==> src/rtl/priv_mode_ctrl.sv <==
module priv_mode_ctrl #(
  parameter int CALL_W = 4
) (
  input  logic              clk,
  input  logic              rst_n,
  input  logic              instr_valid,
  input  logic              instr_priv,
  input  logic              enter_mon,
  input  logic              to_user,
  input  logic              call_valid,
  input  logic [CALL_W-1:0] call_code,
  input  logic              trap_in,
  input  logic              irq,
  output logic [1:0]        mode,
  output logic              nop_sub,
  output logic              trap_req,
  output logic              irq_ack,
  output logic              call_sys
);
  localparam logic [1:0] M_NORM = 2'b00;
  localparam logic [1:0] M_MON  = 2'b01;
  localparam logic [1:0] M_USER = 2'b10;

  logic [1:0] mode_q, mode_d;
  logic       priv_pend_q, irq_pend_q;
  logic       in_user;

  assign in_user  = (mode_q == M_USER);
  assign nop_sub  = instr_valid & instr_priv & in_user;
  assign trap_req = trap_in | (instr_valid & priv_pend_q);
  assign irq_ack  = instr_valid & (irq_pend_q | irq) & ~trap_req;
  assign call_sys = call_valid & call_code[CALL_W-1];
  assign mode     = mode_q;

  always_comb begin
    mode_d = mode_q;
    case (mode_q)
      M_NORM:  if (enter_mon) mode_d = M_MON;
      M_MON:   if (to_user) mode_d = M_USER;
      M_USER:  if (call_valid | trap_req | irq_ack) mode_d = M_MON;
      default: mode_d = M_NORM;
    endcase
  end

  always_ff @(posedge clk) begin
    if (!rst_n) begin
      mode_q      <= M_NORM;
      priv_pend_q <= 1'b0;
      irq_pend_q  <= 1'b0;
    end else begin
      mode_q      <= mode_d;
      priv_pend_q <= nop_sub | (priv_pend_q & ~instr_valid);
      irq_pend_q  <= (irq_pend_q | irq) & ~irq_ack;
    end
  end

  assert_mode_legal_R11: assert property (@(posedge clk) disable iff (!rst_n)
    mode_q != 2'b11);
  assert_nop_only_user_R6: assert property (@(posedge clk) disable iff (!rst_n)
    nop_sub |-> mode_q == M_USER);
  assert_no_return_normal_R3: assert property (@(posedge clk) disable iff (!rst_n)
    (mode_q != M_NORM) |=> (mode_q != M_NORM));
  assert_trap_first_R9: assert property (@(posedge clk) disable iff (!rst_n)
    trap_req |-> !irq_ack);
  assert_user_exit_R5: assert property (@(posedge clk) disable iff (!rst_n)
    (mode_q == M_USER && !call_valid && !trap_in && !instr_valid) |=> mode_q == M_USER);
endmodule

==> config.mk <==
export PLATFORM = sky130hd
export DESIGN_NAME = priv_mode_ctrl
export DESIGN_NICKNAME = d
export VERILOG_FILES = /design/src/rtl/priv_mode_ctrl.sv
export SDC_FILE = /design/constraint.sdc
export NUM_CORES = 1
export LEC_CHECK = 0
export BUFFER_PORTS_ARGS = -buffer_cell sky130_fd_sc_hd__buf_2
export CAP_MARGIN = 40
export CORE_AREA = 5 5 42 44
export CTS_BUF_LIST = sky130_fd_sc_hd__clkbuf_8
export CTS_CLUSTER_SIZE = 8
export DETAILED_ROUTE_END_ITERATION = 10
export DIE_AREA = 0 0 47 49
export PLACE_DENSITY = 0.45
export SETUP_SLACK_MARGIN = 0.05
export SLEW_MARGIN = 20
export SYNTH_ARGS = -nofsm -noshare
export SYNTH_HDL_FRONTEND = slang
export SYNTH_SLANG_ARGS = --single-unit
==> constraint.sdc <==
create_clock -name clk -period 1.36 [get_ports clk]
set_clock_uncertainty 0.05 [all_clocks]
set_input_delay 0.136 -clock clk [delete_from_list [all_inputs] [get_ports clk]]
set_output_delay 0.136 -clock clk [all_outputs]
set_load 0.01 [all_outputs]
# After elaboration in Yosys (flattened, before gate mapping)
# Cells that the tools add are included.
# W data, S select, Z words.
# totals
word_cells,30
in_bits,13
out_inout_bits,6
ff_bits,4
# classes
muxes,4
n_bitwise,16
n_reduce_logical,2
eq_ne,5
# ops
operator,count
$and A1 B1 Y1,8
$mux W2,3
$pmux W2 S3,1
$or A1 B1 Y1,5
$ne A2 B2 Y1 const B,2
$not A1 Y1,3
$reduce_and A3 Y1,1
$eq A2 B1 Y1 const B,1
$eq A2 B2 Y1 const B,1
$logic_not A2 Y1,1
$ne A2 B1 Y1 const B,1

# Longest topological paths before layout
# depth
depth_word,7
ltp_mapped,3
mapped_depth_nobuf,3

# Worst setup path before layout
# OpenSTA, ideal clock, no wires.
# synth_timing
path_type,register to register
from,reg mode_q[0] (netlist: mode[0])
to,reg mode_q[1] (netlist: mode[1])
period_less_slack_ps,1134
required_time_ps,1191
stages_incl_launch_ff,3
setup_ps,119
setup_slack_ps,226
t_arrival_ps,965
n_path_buf,0
path_cell_list,dfxtp_1 > mux2_4 > o221a_1
# synth_between
elab_chain_len,3
elab_cells_between_ends,8
cone_classes,eq/ne: 5; mux: 1; reduce/logical: 2
# synth_rtl
item,line_no,rtl
from (decl),24,"logic [1:0] mode_q, mode_d;"
from (signal assigned),51,mode_q <= mode_d;
$eq A2 B2 Y1 (tied with other cells),37,case (mode_q)
$ne A2 B1 Y1 (no line) / $ne A2 B2 Y1 (equally long branches),-,
$reduce_and A3 Y1 (no line),-,
# Parallel ways exist; a longest one is shown, timed or not.
# A chain may end at the register's enable or synchronous reset.

# Worst setup path in the final report
# layout_timing
from,reg mode_q[1] (netlist: mode[1])
to,out nop_sub
# layout_between
elab_chain_len,2
# layout_rtl
item,line_no,rtl
$eq A2 B2 Y1,28,assign in_user = (mode_q == M_USER);
$and A1 B1 Y1,29,assign nop_sub = instr_valid & instr_priv & in_user;
to (decl),15,"output logic nop_sub,"
# No other way between the ends.

==> results.cfg <==
[status]
status = finished clean

[power]
cellPowerDensity_mw_per_mm2 = 1230
irDropWorstVdd_mv = 0.425
p_total_w = 0.000437
p_leak_nw = 0.186

[grt]
grt.total_usage_pct = 6.55
grt_pass1_vias = 266
grt_first_pass_wirelength_um = 1040
antenna_found_initial = 0
grt_max_degree = 7
grt_overflow = 0

[route]
wirelength_um = 581
wl_per_cell_um = 10.2
drt_iter0_markers = 3
vias = 240
final_antenna_net_count = 0
dr.pass1.iters = 4
post-route-drc-count = 0
vias_per_cell = 4.21

[worst_setup_path]
critPathSlowestCell = dfxtp_2
critPathLaunchType = flip-flop
path_buf_inv = 1
cp_max_fo = 6
slowest_delay_ns = 0.35
worstPathCellList = nor2b_2 -> and3_1 -> buf_2
required_ns = 1.17
critPathKind = flip-flop to primary output
crit_path_end_kind = primary output
arrival_ns = 1.03
cp_top_family = flip-flops

[timing]
finalCriticalPeriod_ns = 1.21
final.period_utilization_pct = 89.2
drv_slew = 0
tns_ns = 0
worst_pin_slew_ns = 0.228
rsz0062_at_grt = no
slew_headroom_pct = 84.7
setup_violations = 0
finalHoldViolations = 0
max_clock_freq_ghz = 0.824

[clock_network]
path_clk_slew_ns = 0.03
postCtsSetupBuffers = 0
clk_latency_ns = 0.21
clockBufferDepth = 2
ctsHoldBuffers = 0
cts_buffers = 3
cts_sinks = 4
h-tree-depth = 1
cts-root-buf = clkbuf_8
cts_tree = built

[cells_and_area]
fillCellCount = 168
drive_above_1_share_pct = 53.7
areaGrowthSynthToFinish_pct = 65.5
fin_nets = 56
diodes = 0

[synthesis]
synth_seq_cells = 4
synthesis.area_um2 = 214
ys_seq_area_share_pct = 37.4
synth_top_area_share_pct = 37.4
synth.distinct_cells = 18
ys_warn_count = 0
synthAdderAreaFrac_pct = 0
synth.area.mux_share_pct = 7.02
avgSynthCellArea_um2 = 9.30
yosys-top-cells-area = dfxtp_1, mux2_4, nor2b_1, o221a_1, and4b_1
synth_cells = 23
synthXorXnorAreaFrac_pct = 0
synth-simple-area-share_pct = 19.9
synth_top_area_cell = dfxtp_1
synth_compound_area_share_pct = 32.2
syn-num-nets = 36
synth_top_family_by_area = compound AO/OA/AOI/OAI gates

[die]
start_util_pct = 15.3
coreArea_mm2 = 0.00140
ios = 19
row_count = 14
fp.dieW_um = 47
die-area_mm2 = 0.00230
die_y_um = 49

[run]
max_cap_viol_count = 0

[placement]
routabilityCongestion = 0.617
place.port_buffers = 15

[min_path]
hp-class = input port to flip-flop
synthesized netlist by cell type:
cell	instances
a21oi_1	1
inv_1	2
and4b_1	1
and3_1	1
nand2_1	1
o211a_1	1
o21a_1	1
nor2b_1	2
dfxtp_1	4
o21ai_0	1
and2_1	1
o211ai_1	1
o32ai_1	1
a21oi_2	1
mux2_4	1
nor2_1	1
o221a_1	1
o21ai_1	1
worst reg2reg max path: cells and delay by family, from the launching register on:
kind,cells,cell delay (ns)
AO/OA/AOI/OAI,1,0.27
multiplexers,1,0.33
flip-flops,1,0.41
final timing paths:
check / from / end / slack, ns / cells past startpoint
max: mode[1]$_SDFFE_PN0P_ / nop_sub / 0.15 / 3
min: instr_valid / irq_pend_q$_SDFF_PN0_ / 0.14 / 2
max reg2reg: mode[0]$_SDFFE_PN0P_ / mode[0]$_SDFFE_PN0P_ / 0.21 / 2
min reg2reg: mode[1]$_SDFFE_PN0P_ / mode[0]$_SDFFE_PN0P_ / 0.46 / 1
layer usage:
layer  part of all wire [%]  up-vias  wire, µm  track usage, %
met1                     52       98       301            9.23
met3                     16        0        92            4.43
met5                      0        -         0               0
li1                       -      124         -               -
met4                      0        0         0            5.53
met2                     32       18       187            6.11
cells by family (layout without fill, tap and decap cells):
family                 after synthesis  count (layout)
AOI/OAI and AO/OA                    9               9
buffers and inverters                2              20
DFF                                  4               4
muxes                                1               1
and+or+nand+nor                      7               7
through the flow:
step                setup WS [ns]  util [%]  std cells  hold WS (ns)  area, µm²
detailed placement          0.227      22.1         54         0.350        309
global placement            0.240      22.1         54         0.347        309
floorplan                   0.226         -         23         0.175        214
global route               0.0573      25.3         57         0.138        354
CTS                         0.104      25.1         57         0.129        352
finish                      0.147      25.3         57         0.136        354
where the power goes:
group	leakage (nW)	switching [W]	internal (W)
Combinational	0.131	0.0000291	0.0000331
Sequential	0.0333	0.00000928	0.000126
Clock	0.0216	0.0000515	0.000188
Total	0.186	0.0000899	0.000347
placed cells by master (no fill, tap or decap), drive strengths merged, types with 2 or more instances in the layout:
cell type and instances:
nor2b 2, o21ai 2, buf 15, a21oi 2
clkbuf 3, inv 2, dfxtp 4
final cells by class:
type / instances / area [µm²] / share of cell area [%]
Multi-Input combinational cell: 17 / 129 / 36.4
Sequential cell: 4 / 81.3 / 23.0
Timing Repair Buffer: 15 / 75.1 / 21.2
Clock buffer: 3 / 41.3 / 11.7
Tap cell: 16 / 20.0 / 5.65
Inverter: 2 / 7.51 / 2.12
registers in the layout, summed over array words and instances (netlist names):
register,flops
mode,2
priv_pend_q,1
irq_pend_q,1
what timing repair did:
action / 4_1_cts / 5_1_grt
endpoints found under the hold margin: 0 / 0
pin swaps: 0 / 0
cloned: 0 / 0
endpoints found under the setup margin: 1 / 1
gates resized for setup: 1 / 1
No activity file was read; power rests on OpenSTA's default activity.
